File: src/rtl/fxp_arith_pkg.sv
package fxp_arith_pkg;

   localparam logic [1:0] OPC_ADD = 2'b00;
   localparam logic [1:0] OPC_SUB = 2'b01;

   localparam logic [1:0] CC_ZERO = 2'd0;
   localparam logic [1:0] CC_NEG  = 2'd1;
   localparam logic [1:0] CC_POS  = 2'd2;
   localparam logic [1:0] CC_OVF  = 2'd3;

   localparam logic [1:0] CC_EQ   = 2'd0;
   localparam logic [1:0] CC_LOW  = 2'd1;
   localparam logic [1:0] CC_HIGH = 2'd2;

   typedef struct packed {
      logic       is_cmp;
      logic       is_sub;
   } op_dec_t;

   function automatic op_dec_t decode_op(input logic [1:0] opc);
      op_dec_t d;
      d.is_cmp = opc[1];
      d.is_sub = ~opc[1] & opc[0];
      return d;
   endfunction

endpackage

File: src/rtl/fxp_operand_ext.sv
module fxp_operand_ext #(
   parameter int DATA_W  = 32,
   parameter int HALF_W  = 16,
   parameter bit HALF_EN = 1'b1
) (
   input  logic [DATA_W-1:0] b_in,
   input  logic              half_sel,
   output logic [DATA_W-1:0] b_out
);
   localparam int EXT_W = DATA_W - HALF_W;

   generate
      if (HALF_EN) begin : g_half
         logic [DATA_W-1:0] b_short;
         assign b_short = {{EXT_W{b_in[HALF_W-1]}}, b_in[HALF_W-1:0]};
         assign b_out   = half_sel ? b_short : b_in;
      end else begin : g_full
         logic unused_half;
         assign unused_half = half_sel;
         assign b_out       = b_in;
      end
   endgenerate

endmodule

File: src/rtl/fxp_addsub.sv
module fxp_addsub #(
   parameter int DATA_W       = 32,
   parameter bit RIPPLE_CHAIN = 1'b0
) (
   input  logic [DATA_W-1:0] a,
   input  logic [DATA_W-1:0] b,
   input  logic              sub,
   output logic [DATA_W-1:0] sum,
   output logic              ovf
);
   localparam int MSB = DATA_W - 1;

   logic [DATA_W-1:0] b_eff;
   assign b_eff = sub ? ~b : b;

   generate
      if (RIPPLE_CHAIN) begin : g_ripple
         logic [DATA_W:0] carry;
         assign carry[0] = sub;
         for (genvar i = 0; i < DATA_W; i++) begin : g_bit
            assign sum[i]     = a[i] ^ b_eff[i] ^ carry[i];
            assign carry[i+1] = (a[i] & b_eff[i]) | (carry[i] & (a[i] ^ b_eff[i]));
         end
         assign ovf = carry[DATA_W] ^ carry[DATA_W-1];
      end else begin : g_behav
         logic [DATA_W-1:0] cin_ext;
         assign cin_ext = {{(DATA_W-1){1'b0}}, sub};
         assign sum     = a + b_eff + cin_ext;
         assign ovf     = (a[MSB] == b_eff[MSB]) && (sum[MSB] != a[MSB]);
      end
   endgenerate

endmodule

File: src/rtl/fxp_compare.sv
module fxp_compare #(
   parameter int DATA_W = 32
) (
   input  logic [DATA_W-1:0] a,
   input  logic [DATA_W-1:0] b,
   output logic [1:0]        cmp_cc
);
   import fxp_arith_pkg::*;

   localparam int MSB = DATA_W - 1;

   logic [DATA_W:0] a_wide;
   logic [DATA_W:0] b_wide;
   logic [DATA_W:0] diff;
   logic            a_lower;
   logic            same;

   assign a_wide  = {a[MSB], a};
   assign b_wide  = {b[MSB], b};
   assign diff    = a_wide - b_wide;
   assign a_lower = diff[DATA_W];
   assign same    = (diff == '0);

   always_comb begin
      if (same)         cmp_cc = CC_EQ;
      else if (a_lower) cmp_cc = CC_LOW;
      else              cmp_cc = CC_HIGH;
   end

endmodule

File: src/rtl/fxp_arith_unit.sv
module fxp_arith_unit #(
   parameter int DATA_W       = 32,
   parameter int HALF_W       = 16,
   parameter bit HALF_EN      = 1'b1,
   parameter bit RIPPLE_CHAIN = 1'b0
) (
   input  logic              clk,
   input  logic              rst_n,
   input  logic              in_valid,
   input  logic [1:0]        op,
   input  logic [DATA_W-1:0] opnd_a,
   input  logic [DATA_W-1:0] opnd_b,
   input  logic              half_sel,
   input  logic              ovf_mask,
   output logic              out_valid,
   output logic [DATA_W-1:0] result,
   output logic              result_wr,
   output logic [1:0]        cc,
   output logic              ovf_irq
);
   import fxp_arith_pkg::*;

   localparam int MSB = DATA_W - 1;

   generate
      if (DATA_W < 4) begin : g_bad_width
         $error("fxp_arith_unit: DATA_W must be at least 4");
      end
      if (HALF_EN && ((HALF_W < 2) || (HALF_W >= DATA_W))) begin : g_bad_half
         $error("fxp_arith_unit: HALF_W must lie in 2..DATA_W-1");
      end
   endgenerate

   op_dec_t           dec;
   logic [DATA_W-1:0] b_ext;
   logic [DATA_W-1:0] as_sum;
   logic              as_ovf;
   logic [1:0]        cmp_cc;
   logic [1:0]        as_cc;
   logic [1:0]        cc_next;
   logic              irq_next;

   assign dec = decode_op(op);

   fxp_operand_ext #(
      .DATA_W (DATA_W),
      .HALF_W (HALF_W),
      .HALF_EN(HALF_EN)
   ) u_ext (
      .b_in    (opnd_b),
      .half_sel(half_sel),
      .b_out   (b_ext)
   );

   fxp_addsub #(
      .DATA_W      (DATA_W),
      .RIPPLE_CHAIN(RIPPLE_CHAIN)
   ) u_addsub (
      .a  (opnd_a),
      .b  (b_ext),
      .sub(dec.is_sub),
      .sum(as_sum),
      .ovf(as_ovf)
   );

   fxp_compare #(
      .DATA_W(DATA_W)
   ) u_cmp (
      .a     (opnd_a),
      .b     (b_ext),
      .cmp_cc(cmp_cc)
   );

   always_comb begin
      if (as_ovf)              as_cc = CC_OVF;
      else if (as_sum == '0)   as_cc = CC_ZERO;
      else if (as_sum[MSB])    as_cc = CC_NEG;
      else                     as_cc = CC_POS;
   end

   assign cc_next  = dec.is_cmp ? cmp_cc : as_cc;
   assign irq_next = ~dec.is_cmp & as_ovf & ovf_mask;

   always_ff @(posedge clk) begin
      if (!rst_n) begin
         out_valid <= 1'b0;
         result    <= '0;
         result_wr <= 1'b0;
         cc        <= CC_ZERO;
         ovf_irq   <= 1'b0;
      end else if (in_valid) begin
         out_valid <= 1'b1;
         result_wr <= ~dec.is_cmp;
         cc        <= cc_next;
         ovf_irq   <= irq_next;
         if (!dec.is_cmp) result <= as_sum;
      end else begin
         out_valid <= 1'b0;
         result_wr <= 1'b0;
         ovf_irq   <= 1'b0;
      end
   end

   // output strobe follows the input strobe by one cycle
   assert_valid_lat_R8: assert property (@(posedge clk) disable iff (!rst_n)
      in_valid |=> out_valid);

   assert_idle_quiet_R8: assert property (@(posedge clk) disable iff (!rst_n)
      !in_valid |=> (!out_valid && !ovf_irq && $stable(result) && $stable(cc)));

   // request only alongside an overflow code of an add or subtract
   assert_irq_cause_R5: assert property (@(posedge clk) disable iff (!rst_n)
      ovf_irq |-> (out_valid && result_wr && cc == CC_OVF));

   // compare never reports the overflow code
   assert_cmp_no_ovf_R6: assert property (@(posedge clk) disable iff (!rst_n)
      (out_valid && !result_wr) |-> (cc != CC_OVF));

   // compare leaves the result untouched
   assert_cmp_hold_R7: assert property (@(posedge clk) disable iff (!rst_n)
      (out_valid && !result_wr) |-> $stable(result));

   // zero and negative codes agree with the written result
   assert_zero_cc_R4: assert property (@(posedge clk) disable iff (!rst_n)
      (out_valid && result_wr && cc == CC_ZERO) |-> (result == '0));

   assert_neg_cc_R4: assert property (@(posedge clk) disable iff (!rst_n)
      (out_valid && result_wr && cc == CC_NEG) |-> result[MSB]);

   assert_pos_cc_R4: assert property (@(posedge clk) disable iff (!rst_n)
      (out_valid && result_wr && cc == CC_POS) |-> (!result[MSB] && result != '0));

endmodule

File: config.mk
export PLATFORM = sky130hd
export DESIGN_NAME = fxp_arith_unit
export DESIGN_NICKNAME = d
export VERILOG_FILES = /design/src/rtl/fxp_arith_pkg.sv /design/src/rtl/fxp_operand_ext.sv /design/src/rtl/fxp_addsub.sv /design/src/rtl/fxp_compare.sv /design/src/rtl/fxp_arith_unit.sv
export SDC_FILE = /design/constraint.sdc
export NUM_CORES = 1
export LEC_CHECK = 0
export BUFFER_PORTS_ARGS = -buffer_cell sky130_fd_sc_hd__buf_2
export CAP_MARGIN = 0
export CORE_UTILIZATION = 45
export DETAILED_ROUTE_END_ITERATION = 7
export PLACE_DENSITY = 0.67
export SKIP_CTS_REPAIR_TIMING = 1
export SLEW_MARGIN = 15
export SYNTH_ARGS = -nofsm -noshare
export SYNTH_HDL_FRONTEND = slang
export SYNTH_SLANG_ARGS = --single-unit
File: constraint.sdc
create_clock -name clk -period 5.5 [get_ports clk]
set_input_delay 0.275 -clock clk [delete_from_list [all_inputs] [get_ports clk]]
set_output_delay 0.275 -clock clk [all_outputs]
set_load 0.01 [all_outputs]
After elaboration in Yosys (flattened, before gate mapping) --
Index checks and enable logic that the tools add are counted.
Word-level totals: flip-flop bits (word level) 37, word-level logic and storage cells 29
Cells by class: equal/unequal tests 2, $add $sub $neg 3, reduce and logical (&&, ||, !) cells 5, multiplexer cells 9, bitwise operators 5
Operators with widths (number):
- $mux W32 | 2
- $logic_not A33 Y1 | 1
- $sub A32 B32 Y33 | 1
- $add A32 B1 Y32 | 1
- $add A32 B32 Y32 | 1
- $logic_not A32 Y1 | 1
- $not A32 Y32 | 1
- $mux W2 | 6
- $reduce_and A2 Y1 | 2
- $and A1 B1 Y1 | 3
- $eq A1 B1 Y1 | 1
- $logic_and A1 B1 Y1 | 1
- $mux W1 | 1
- $ne A1 B1 Y1 | 1
- $not A1 Y1 | 1

Depth between registers and ports, before layout --
Gate-level depths: netlist (run 1).
depth in word-level cells 9, mapped depth 18, mapped depth without buffers 16

By module --
Synthesis (run 1) repeated with hierarchy kept, for this count alone.
Second synthesis, totals: cell total of the unflattened synthesis 813, area total of the unflattened synthesis 5906.9 µm²
Modules (own cells, without submodules):
- fxp_addsub | area each 2090.8 µm², cells an instance 299, sequential area each 0.0 µm², instances 1
- fxp_compare | area each 1974.4 µm², cells an instance 309, sequential area each 0.0 µm², instances 1
- fxp_arith_unit | area each 1467.7 µm², cells an instance 170, sequential area each 740.7 µm², instances 1
- fxp_operand_ext | area each 374.1 µm², cells an instance 35, sequential area each 0.0 µm², instances 1

Worst setup path after synthesis (run 1) --
Ideal clock, no wire load.
path type input port to flip-flop, from in op[0], to reg cc[1], setup time 0.132 ns, stages 17, path buffers 2, slack 1.546 ns, data arrival time 3.822 ns, path through nor2b_1 -> clkbuf_1 -> clkbuf_1 -> xnor2_1 -> inv_1 -> fa_1 -> nor2b_4 -> o31a_4 -> o21a_4 -> a31oi_4 -> xnor2_1 -> or4_1 -> nor4b_2 -> nand4_1 -> or4_1 -> o31ai_2 -> o211ai_1
On the way: word-level cells in the longest chain between the ends 8, elaborated cells on any way between the ends 12, those cells by class add/sub (2); eq/ne (2); mux (5); bitwise (1); reduce/logical (2)
Ends and longest elaborated chain:
- start: declaration | RTL line fxp_arith_unit.sv:10 | input logic [1:0] op,
- $and A1 B1 Y1 * | RTL line fxp_arith_pkg.sv:23 | d.is_sub = ~opc[1] & opc[0];
- $mux W32 | RTL line fxp_addsub.sv:14 | assign b_eff = sub ? ~b : b;
- $add A32 B32 Y32 | RTL line fxp_addsub.sv:28 | assign sum = a + b_eff + cin_ext;
- $add A32 B1 Y32 | RTL line fxp_addsub.sv:28
- $logic_not A32 Y1, or another cell as far along | RTL line fxp_arith_unit.sv:76 | else if (as_sum == '0) as_cc = CC_ZERO;
- $mux W2 / $logic_and A1 B1 Y1 (equally long branches) | RTL line fxp_arith_unit.sv:76, fxp_addsub.sv:29
- $mux W2 * | RTL line fxp_arith_unit.sv:75 | if (as_ovf) as_cc = CC_OVF;
- $mux W2 * | RTL line fxp_arith_unit.sv:81 | assign cc_next = dec.is_cmp ? cmp_cc : as_cc;
- end signal: assignment | RTL line fxp_arith_unit.sv:94 | cc <= cc_next;
- end: declaration | RTL line fxp_arith_unit.sv:18 | output logic [1:0] cc,
Every way passes the cells marked *; elsewhere a longest branch is shown, timed or not. A chain may end at the register's enable or synchronous reset.

Worst setup path after layout (run 1) --
from in half_sel, to reg cc[1]
On the way: word-level cells in the longest chain between the ends 9, elaborated cells on any way between the ends 17, those cells by class add/sub (3); eq/ne (2); mux (8); bitwise (1); reduce/logical (3)
Ends and longest elaborated chain:
- start: declaration | RTL line fxp_arith_unit.sv:13 | input logic half_sel,
- $mux W32 * | RTL line fxp_operand_ext.sv:16 | assign b_out = half_sel ? b_short : b_in;
- $not A32 Y32 | RTL line fxp_addsub.sv:14
- $mux W32 | RTL line fxp_addsub.sv:14
- $add A32 B32 Y32 | RTL line fxp_addsub.sv:28
- $add A32 B1 Y32 | RTL line fxp_addsub.sv:28
- $logic_not A32 Y1, or another cell as far along | RTL line fxp_arith_unit.sv:76
- $mux W2 / $logic_and A1 B1 Y1 (equally long branches) | RTL line fxp_arith_unit.sv:76, fxp_addsub.sv:29
- $mux W2 | RTL line fxp_arith_unit.sv:75
- $mux W2 * | RTL line fxp_arith_unit.sv:81
Marked as above.

==> results of run 1 <==
## where the power goes
| group | total, mW | switching [mW] | internal (mW) |
|---|---|---|---|
| Combinational | 0.869 | 0.519 | 0.349 |
| Clock | 0.291 | 0.0994 | 0.191 |
| Sequential | 0.307 | 0.0125 | 0.294 |
## worst min-delay path by stage
stage | start | endpoint | slack [ns] | cells past startpoint
finish | ovf_mask | ovf_irq | 0.20 | 2
global route | ovf_mask | ovf_irq | 0.20 | 2
CTS | ovf_mask | ovf_irq | 0.20 | 2
detailed placement | result[14] | result[14] | 0.46 | 2
global placement | result[22] | result[22] | 0.45 | 2
floorplan | ovf_mask | ovf_irq | 0.40 | 1
## cell type report
cell class / count / share of cell area [%]
Multi-Input combinational cell: 696 / 72.4
Sequential cell: 37 / 11.5
Timing Repair Buffer: 110 / 8.65
Tap cell: 168 / 3.26
Clock buffer: 7 / 2.36
Inverter: 30 / 1.74
Clock inverter: 1 / 0.0775
## kinds of logic (layout without fill, tap and decap cells)
| family | after synthesis | after routing | synth area share, % |
|---|---|---|---|
| AOI/OAI and AO/OA | 274 | 274 | 31.9 |
| xor gates and xnor gates | 77 | 77 | 11.9 |
| adders and majority gates | 68 | 68 | 15.2 |
| buffers and inverters | 68 | 148 | 4.61 |
| DFF | 37 | 37 | 13.1 |
| muxes | 2 | 2 | 0.375 |
| and+or+nand+nor | 275 | 275 | 22.9 |
## flip-flops by register name, indices dropped and copies added (netlist names)
| name | count |
|---|---|
| ovf_irq | 1 |
| result | 32 |
| cc | 2 |
| result_wr | 1 |
| out_valid | 1 |
## through the flow
| stage | utilization (%) | std cells | power [mW] | cell area, µm² | setup slack (ns) |
|---|---|---|---|---|---|
| after floorplan | - | 801 | 0.951 | 5670 | 1.55 |
| after global placement | 51.8 | 1041 | 1.17 | 6300 | 1.22 |
| after detailed placement | 51.8 | 1041 | 1.17 | 6300 | 1.13 |
| after CTS | 53.1 | 1049 | 1.46 | 6450 | 1.41 |
| after global routing | 53.1 | 1049 | 1.58 | 6450 | 1.09 |
| final | 53.1 | 1049 | 1.47 | 6450 | 1.38 |
## critical path: cells and delay by family
| family | cells | cell delay (ns) |
|---|---|---|
| XOR/XNOR | 2 | 0.25 |
| AO/OA/AOI/OAI | 6 | 1.04 |
| adder cells (fa/ha/maj) | 1 | 0.36 |
| AND/OR/NAND/NOR | 4 | 1.65 |
| buffers and inverters | 3 | 0.69 |
## synthesized netlist by cell type, drive strengths merged (3+ instances only)
| cell type | instances | area share [%] |
|---|---|---|
| a2111oi | 3 | 0.46 |
| a211oi | 5 | 0.75 |
| a21boi | 26 | 3.4 |
| a21o | 20 | 2.6 |
| a21oi | 85 | 7.6 |
| a31oi | 11 | 1.5 |
| and2 | 10 | 1.1 |
| and4 | 3 | 0.46 |
| buf | 6 | 0.51 |
| clkbuf | 32 | 2.1 |
| dfxtp | 37 | 13 |
| ha | 65 | 14 |
| inv | 29 | 1.9 |
| nand2 | 115 | 7.6 |
| nand2b | 5 | 0.55 |
| nand3 | 18 | 1.7 |
| nand4 | 21 | 2.3 |
| nor2 | 58 | 3.8 |
| nor2b | 9 | 1.1 |
| nor3 | 13 | 1.1 |
| nor4 | 5 | 0.55 |
| o2111ai | 5 | 0.77 |
| o211a | 5 | 0.88 |
| o211ai | 8 | 1.1 |
| o21a | 12 | 1.7 |
| o21ai | 49 | 4.3 |
| o21bai | 10 | 1.3 |
| o221ai | 3 | 0.46 |
| o22ai | 3 | 0.33 |
| o311ai | 3 | 0.46 |
| o31ai | 6 | 0.88 |
| or3 | 6 | 0.66 |
| or4 | 4 | 0.53 |
| xnor2 | 52 | 8.0 |
| xor2 | 25 | 3.9 |
## placed cells by master (no fill, tap or decap), drive strengths merged, types with 3 or more instances in the layout
| cell type | n |
|---|---|
| a2111oi | 3 |
| a211oi | 5 |
| a21boi | 26 |
| a21o | 20 |
| a21oi | 85 |
| a31oi | 11 |
| and2 | 10 |
| and4 | 3 |
| buf | 110 |
| clkbuf | 7 |
| dfxtp | 37 |
| ha | 65 |
| inv | 29 |
| nand2 | 115 |
| nand2b | 5 |
| nand3 | 18 |
| nand4 | 21 |
| nor2 | 58 |
| nor2b | 9 |
| nor3 | 13 |
| nor4 | 5 |
| o2111ai | 5 |
| o211a | 5 |
| o211ai | 8 |
| o21a | 12 |
| o21ai | 49 |
| o21bai | 10 |
| o221ai | 3 |
| o22ai | 3 |
| o311ai | 3 |
| o31ai | 6 |
| or3 | 6 |
| or4 | 4 |
| xnor2 | 52 |
| xor2 | 25 |
## routing by layer
layer	routed length, µm	track usage, %	up-vias
met1	8140	36.7	2680
met4	454	8.92	0
met2	6780	37.9	205
met5	0	0	-
li1	-	-	3085
met3	879	2.06	31
==> run metrics, run 1 <==
outcome=completed; DR pass1 iterations=5; CP peak stage delay=0.49 ns; Critical Path, Cell by Cell=buf_2, clkinv_1, nor2_1, buf_4, a21oi_1, xnor2_1, ha_1, a21o_1, or4_1, a22o_1, a21oi_2, xnor2_1, or3_1, or4_1, o31ai_2, o211ai_1; Via density=5.72; CP arrival=4.27 ns; unrepaired setup endpoints after global routing=no; Synth warnings=0; Die Height=114 µm; vias in the first global route=5458; multi-input logic area=4680 µm²; total wire length=16.3 mm; GPL Wtd Cong=1.01; Final Hold Slack=0.198 ns; Hold Vio Cnt, Final=0; CP max FO=17; worst r2r src=result[15]; CTS Buf Count=5; Worst-Margin Slew=0.962 ns; Die X=114 µm; reg2reg setup slack=4.75 ns; port bufs=107; data required time of the worst path=5.65 ns; EDFF count, synth=0; synthesized area=5670 µm²; core outline area=12200 µm²; row count=40; DRC=0; Detailed Route Iter0 Violations=367; synthesis-stage register bit count=37; clk slew on worst S/H paths=0.05 ns; CP max-delay cell=or4_1; gr usage total=25.0%; critical path class=in -> reg; Ports=108; FILL cells=1257; crit end category=flop; area grow syn2layout=13.9%; P per Cell Area=227 nW/µm²; FF-to-FF End=result[15]; Syn Inst Count=801; layout cells sized above 1=15.3%; syn nets=939; clk_skew=0 ns; CP Launch Point=half_sel; fin nets=1018; TritonCTS clock tree=yes; H-tree Lvls=2; first-pass GRT wire length=26.4 mm; Worst-Skew Late Latency=0.27 ns; R2R depth=3; Synth Area per Inst=7.08 µm²; final setup fails=0; setup_tns=0 ns; largest net degree at the start of global routing=37; DR WL/cell=15.5 µm; Max clock buf depth=2; max-slew violation count=0; Seq/Total Area, Yosys=13.1%; max_cap viols=0; CP Launch Type=input pin; HPWL Detailed=13.7 mm; post-route clock period utilization=74.9%; Pleak=2.84 nW; final worst path period need=4.12 ns; f_max=0.243 GHz; Post-synth top flop=dfxtp_1; VDD IR-drop max=0.121 mV; grt ovf=0; clk sinks=37; share of flip-flops with an asynchronous set or reset=0%; final antenna-violating net count=0; Distinct cells, synth=73; FF+latch area=741 µm²; root buf cell=clkbuf_16; Vias=6001; Max transition margin=35.7%; Antenna Cells=0; end of the critical path=cc[1]; initial antenna violation count=0; Hold Path Class=in -> reg; Initial Util=46.6%; die area=13000 µm²
Power figures use the tool's default switching activity.
==> run 2, diff against run 1 <==
ABC_AREA = 1   (was default)
PLACE_DENSITY = 0.66   (was 0.67)
clock period = 4.3 ns   (was 5.5 ns; I/O delays follow)
==> run metrics, run 2 <==
vias in the first global route=7021 (was 5458); Max transition margin=60.4% (was 35.7%); final antenna-violating net count=0 (unchanged); Vias=8091 (was 6001); P per Cell Area=243 nW/µm² (was 227 nW/µm²); Die X=127 µm (was 114 µm); crit end category=flop (unchanged); total wire length=21.0 mm (was 16.3 mm); max FFs per register=32 (unchanged); f_max=0.335 GHz; max_cap viols=0 (unchanged); Critical Path, Cell by Cell=buf_2, inv_2, nand2_4, nand2_4, and2_1, inv_1, fa_1, inv_1, nand3_1, nand2_1, nand2_1, nand2_1, nand2_1, nand2_1, nand3_1, nor2_1, nand3_1, nor2_1, nand4_1, o21bai_1, nand3_1, nand2_1, inv_1 (was buf_2, clkinv_1, nor2_1, buf_4, a21oi_1, xnor2_1, ha_1, a21o_1, or4_1, a22o_1, a21oi_2, xnor2_1, or3_1, or4_1, o31ai_2, o211ai_1); port bufs=107 (unchanged); Commonest cells post-synth=nand2_1 (535), inv_1 (307), nor2_1 (115) (was nand2_1 (115), a21oi_1 (83), ha_1 (65)); gr usage total=26.0% (was 25.0%); DR pass1 iterations=5 (unchanged); Syn Inst Count=1370 (was 801); setup slack after layout=1.32 ns (was 1.38 ns); CTS Buf Count=5 (unchanged); largest net degree at the start of global routing=47 (was 37); CP Launch Type=input pin (unchanged); area grow syn2layout=12.7% (was 13.9%); leading area contributor after synthesis=nand2_1 (was ha_1); Detailed Route Iter0 Violations=657 (was 367); Levels on crit path=23 (was 16); Distinct cells, synth=32 (was 73); Top reg by flops=result (unchanged); clk sinks=37 (unchanged); Synth warnings=0 (unchanged); clk slew on worst S/H paths=0.05 ns (about the same); clk_skew=0 ns (unchanged); share of flip-flops with an asynchronous set or reset=0% (unchanged); worst hold stages=3 (was 2); Worst-Margin Slew=0.594 ns (was 0.962 ns); largest cells by area after synthesis=nand2_1 (28%), inv_1 (16%), ha_1 (12%) (was ha_1 (14%), dfxtp_1 (13%), xnor2_1 (8.0%)); outcome=completed (unchanged); core outline area=15300 µm² (was 12200 µm²); CP peak stage delay=0.39 ns (was 0.49 ns); most common cell after layout, fill and taps aside=nand2_1 (unchanged); dpl ws=1.04 ns (was 1.13 ns); synthesized area=7060 µm² (was 5670 µm²); sequential share of power=20.0% (was 20.9%); Ports=108 (unchanged); DR WL/cell=12.5 µm (was 15.5 µm); GPL Wtd Cong=0.925 (was 1.01); root buf cell=clkbuf_16 (unchanged); Post-synth top flop=dfxtp_1 (unchanged); max-slew violation count=0 (unchanged); CP max FO=32 (was 17); unrepaired setup endpoints after global routing=no (unchanged); Synth Area per Inst=5.15 µm² (was 7.08 µm²); top-area cell type share of the netlist area=28.5% (was 14.3%); Clock Power Share=17.6% (was 19.8%); setup_tns=0 ns (unchanged); Pleak=5.11 nW (was 2.84 nW); critical path class=in -> reg (unchanged); EDFF count, synth=0 (unchanged); H-tree Lvls=2 (unchanged); layout cells sized above 1=9.17% (was 15.3%); Hold Vio Cnt, Final=0 (unchanged); HPWL Detailed=18.4 mm (was 13.7 mm); Seq/Total Area, Yosys=10.5% (was 13.1%); Final Core Density=52.1% (was 53.1%); first-pass GRT wire length=33.6 mm (was 26.4 mm); fin nets=1609 (was 1018); Worst-Skew Late Latency=0.28 ns (was 0.27 ns); VDD IR-drop max=0.206 mV (was 0.121 mV); final setup fails=0 (unchanged); grt ovf=0 (unchanged); Max clock buf depth=2 (unchanged); Power Internal=1.00 mW (was 0.835 mW); commonest non-fill, non-tap cells in the layout=nand2_1 (535), inv_1 (307), nor2_1 (114) (was nand2_1 (115), buf_2 (107), a21oi_1 (83)); largest registers=result x32, cc x2 (unchanged); Final Power=1.93 mW (was 1.47 mW); TritonCTS clock tree=yes (unchanged); FILL cells=1757 (was 1257); top-count cell post-synth=nand2_1 (unchanged); Sw Pwr=0.927 mW (was 0.631 mW); Via density=4.81 (was 5.72); CP arrival=3.16 ns (was 4.27 ns); Final Hold Slack=0.160 ns (was 0.198 ns); DRC=0 (unchanged); syn nets=1508 (was 939); post-route clock period utilization=69.4%; Buf/Inv on CP=5 (was 3); die area=16200 µm² (was 13000 µm²); final worst path period need=2.98 ns; Die Height=127 µm (was 114 µm); row count=45 (was 40); initial antenna violation count=0 (unchanged); data required time of the worst path=4.48 ns (was 5.65 ns); Critical Path Most Common Cell=nand2_1; R2R depth=6 (was 3); Antenna Cells=0 (unchanged); Comb pwr share=62.3% (was 59.2%); synthesis-stage register bit count=37 (unchanged); Top Family by Delay on Critical Path=simple AND/OR/NAND/NOR gates (unchanged); Initial Util=46.2% (was 46.6%); switching share of power=48.0% (was 43.1%); Hold Path Class=in -> reg (unchanged); CP max-delay cell=fa_1 (was or4_1)
==> run 2: cell types whose count changed after synthesis, sizes merged, moves of 27 or more <==
cell,delta
inv,+279
o21ai,-27
nand2,+431
xnor2,-43
a21oi,-31
nor2,+58
nand3,+62
==> run 2: final timing paths <==
path,end,slack [ns],start
worst max-delay path,cc[1],1.32,op[1]
worst min-delay path,ovf_irq,0.16,ovf_mask
worst max register to register,cc[1],3.53,cc[1]
worst min register to register,cc[0],0.47,cc[0]
==> run 2: cell families (layout without fill, tap and decap cells) <==
family	Yosys count	in the layout	share of synthesized area, %
buf+inv	323	425	17.2
fa+ha+maj	67	67	12.1
flops	37	37	10.5
xor+xnor	46	46	5.71
compound gates	104	104	8.37
simple gates	793	793	46.1
==> run 2: per-layer routing <==
metal	wire length [µm]	global-route usage, %
met5	0	0
met4	230	3.50
met3	1260	3.43
met2	8930	42.0
met1	10500	37.5
==> run 2: power by group through the flow <==
stage	Combinational (mW)	Sequential, mW	Clock (mW)
after global routing	1.37	0.390	0.365
after CTS	1.20	0.387	0.351
after global placement	1.19	0.394	0
after floorplan	0.869	0.408	0
after detailed placement	1.19	0.394	0
final	1.20	0.387	0.340
==> run 2: metrics by stage <==
stage          area, µm²  instances
3_3_place_gp        7810       1675
4_1_cts             7950       1683
3_5_place_dp        7810       1675
6_report            7950       1683
5_1_grt             7950       1683
2_1_floorplan       7060       1370
==> run 2: area by class of cell <==
type	instances	area (µm²)	share of cell area, %
timing repair buffer	108	543	6.83
tap	211	264	3.32
multi-input combinational	1010	5100	64.2
clock inverter	2	10.0	0.126
inverter	309	1160	14.6
clock buffer	6	129	1.62
sequential	37	741	9.32
==> run 2: worst min-delay path, delay by kind of cell <==
family	cells	cell delay [ns]
buf+inv	1	0.09
simple gates	2	0.08
==> run 3, diff against run 2 <==
clock period = 3.1 ns   (was 4.3 ns; I/O delays follow)
==> run metrics, run 3 (same netlist as run 2, synthesis figures left out) <==
FILL cells=1716 (was 1757); sequential share of power=19.3% (was 20.0%); Power Internal=1.44 mW (was 1.00 mW); Vias=8163 (was 8091); TritonCTS clock tree=yes (unchanged); Sw Pwr=1.35 mW (was 0.927 mW); Hold Vio Cnt, Final=0 (unchanged); Antenna Cells=0 (unchanged); root buf cell=clkbuf_16 (unchanged); row count=45 (unchanged); Hold Path Class=in -> reg (unchanged); critical path class=in -> reg (unchanged); switching share of power=48.3% (was 48.0%); Top reg by flops=result (unchanged); gr usage total=27.3% (was 26.0%); Pleak=5.23 nW (was 5.11 nW); Max transition margin=70.2% (was 60.4%); max_cap viols=0 (unchanged); CP Launch Type=input pin (unchanged); vias in the first global route=7315 (was 7021); commonest non-fill, non-tap cells in the layout=nand2_1 (534), inv_1 (306), nor2_1 (109) (was nand2_1 (535), inv_1 (307), nor2_1 (114)); port bufs=107 (unchanged); first-pass GRT wire length=35.3 mm (was 33.6 mm); clk sinks=37 (unchanged); Critical Path Most Common Cell=nand2_1 (unchanged); final antenna-violating net count=0 (unchanged); Max clock buf depth=2 (unchanged); final setup fails=0 (unchanged); most common cell after layout, fill and taps aside=nand2_1 (unchanged); max FFs per register=32 (unchanged); f_max=0.355 GHz; hold_sp=ovf_mask (unchanged); Critical Path, Cell by Cell=buf_2, nand2_2, clkinvlp_4, buf_4, a21oi_1, buf_4, xor2_1, ha_1, nand2_1, nor2_1, nand2_1, nor3_1, nand2_1, nand3_1, nand2_1, nor2_1, nand4_1, o21bai_1, nand3_1, nand2_1, inv_1 (was buf_2, inv_2, nand2_4, nand2_4, and2_1, inv_1, fa_1, inv_1, nand3_1, nand2_1, nand2_1, nand2_1, nand2_1, nand2_1, nand3_1, nor2_1, nand3_1, nor2_1, nand4_1, o21bai_1, nand3_1, nand2_1, inv_1); largest registers=result x32, cc x2 (unchanged); largest net degree at the start of global routing=47 (unchanged); total wire length=21.9 mm (was 21.0 mm); Final Hold Slack=0.0970 ns (was 0.160 ns); clk slew on worst S/H paths=0.06 ns (was 0.05 ns); final worst path period need=2.82 ns; layout cells sized above 1=12.1% (was 9.17%); VDD IR-drop max=0.263 mV (was 0.206 mV); outcome=completed (unchanged); die area=16200 µm² (unchanged); Final Power=2.79 mW (was 1.93 mW); setup_tns=0 ns (unchanged); Via density=4.78 (was 4.81); HPWL Detailed=19.1 mm (was 18.4 mm); Comb pwr share=63.1% (was 62.3%); clk_skew=0 ns (unchanged); fin nets=1634 (was 1609); H-tree Lvls=2 (unchanged); CTS Buf Count=5 (unchanged); Detailed Route Iter0 Violations=526 (was 657); CP arrival=3.00 ns (was 3.16 ns); DR pass1 iterations=5 (unchanged); CP max-delay cell=ha_1 (was fa_1); P per Cell Area=339 nW/µm² (was 243 nW/µm²); CP max FO=6 (was 32); grt ovf=0 (unchanged); DRC=0 (unchanged); CP Launch Point=half_sel (was op[1]); area grow syn2layout=16.6% (was 12.7%); CP peak stage delay=0.37 ns (was 0.39 ns); crit end category=flop (unchanged); Ports=108 (unchanged); core outline area=15300 µm² (unchanged); post-route clock period utilization=91.0%; Clock Power Share=17.6% (about the same); worst r2r src=cc[1] (unchanged); Die Height=127 µm (unchanged); Initial Util=46.2% (unchanged); max-slew violation count=0 (unchanged); Final Core Density=53.9% (was 52.1%); initial antenna violation count=1 (was 0); Worst-Margin Slew=0.447 ns (was 0.594 ns); data required time of the worst path=3.28 ns (was 4.48 ns); DR WL/cell=12.8 µm (was 12.5 µm); Worst-Skew Late Latency=0.28 ns (about the same); GPL Wtd Cong=0.928 (was 0.925); Die X=127 µm (unchanged)
[run 3: area by class of cell]
class / instances / area (µm²) / share of cell area [%]
clock buffers: 6 / 129 / 1.57
clock inverters: 2 / 10.0 / 0.122
inverters: 309 / 1160 / 14.1
multi-input cells: 1010 / 5170 / 62.8
flip-flops and latches: 37 / 741 / 9.00
well taps: 211 / 264 / 3.21
repair buffers: 132 / 748 / 9.09
repair inverters: 1 / 7.51 / 0.0912
[run 3: worst max-delay path, delay by kind of cell]
kind | cells | cell delay (ns)
AND/OR/NAND/NOR | 12 | 1.39
buffers and inverters | 5 | 0.71
adder cells (fa/ha/maj) | 1 | 0.37
AO/OA/AOI/OAI | 2 | 0.33
XOR/XNOR | 1 | 0.06
[run 3: stage by stage]
stage	setup slack, ns	cells	area [µm²]
6_report	0.280	1708	8230
5_1_grt	-0.00387	1708	8230
4_1_cts	0.238	1704	8130
3_5_place_dp	-0.0495	1696	7990
3_3_place_gp	-0.0746	1696	7990
2_1_floorplan	0.563	1370	7060
[run 3: power by group through the flow]
| stage | logic (mW) | clock network [mW] | registers (mW) |
|---|---|---|---|
| floorplan | 1.21 | 0 | 0.565 |
| global placement | 1.72 | 0 | 0.547 |
| detailed placement | 1.72 | 0 | 0.547 |
| CTS | 1.73 | 0.499 | 0.538 |
| global route | 2.00 | 0.522 | 0.541 |
| finish | 1.76 | 0.492 | 0.538 |
[run 3: path summary, 6_finish.rpt]
check | slack [ns] | end | cells past startpoint
max | 0.28 | cc[1] | 21
min | 0.1 | ovf_irq | 3
max reg2reg | 2.32 | cc[1] | 6
min reg2reg | 0.47 | cc[0] | 2
[run 3: routing by layer]
metal / routed length, µm / global-route usage (%) / vias up
li1: - / - / 4414
met5: 13 / 0 / -
met4: 259 / 3.78 / 2
met1: 11000 / 38.4 / 3477
met2: 9210 / 44.8 / 251
met3: 1410 / 4.06 / 19
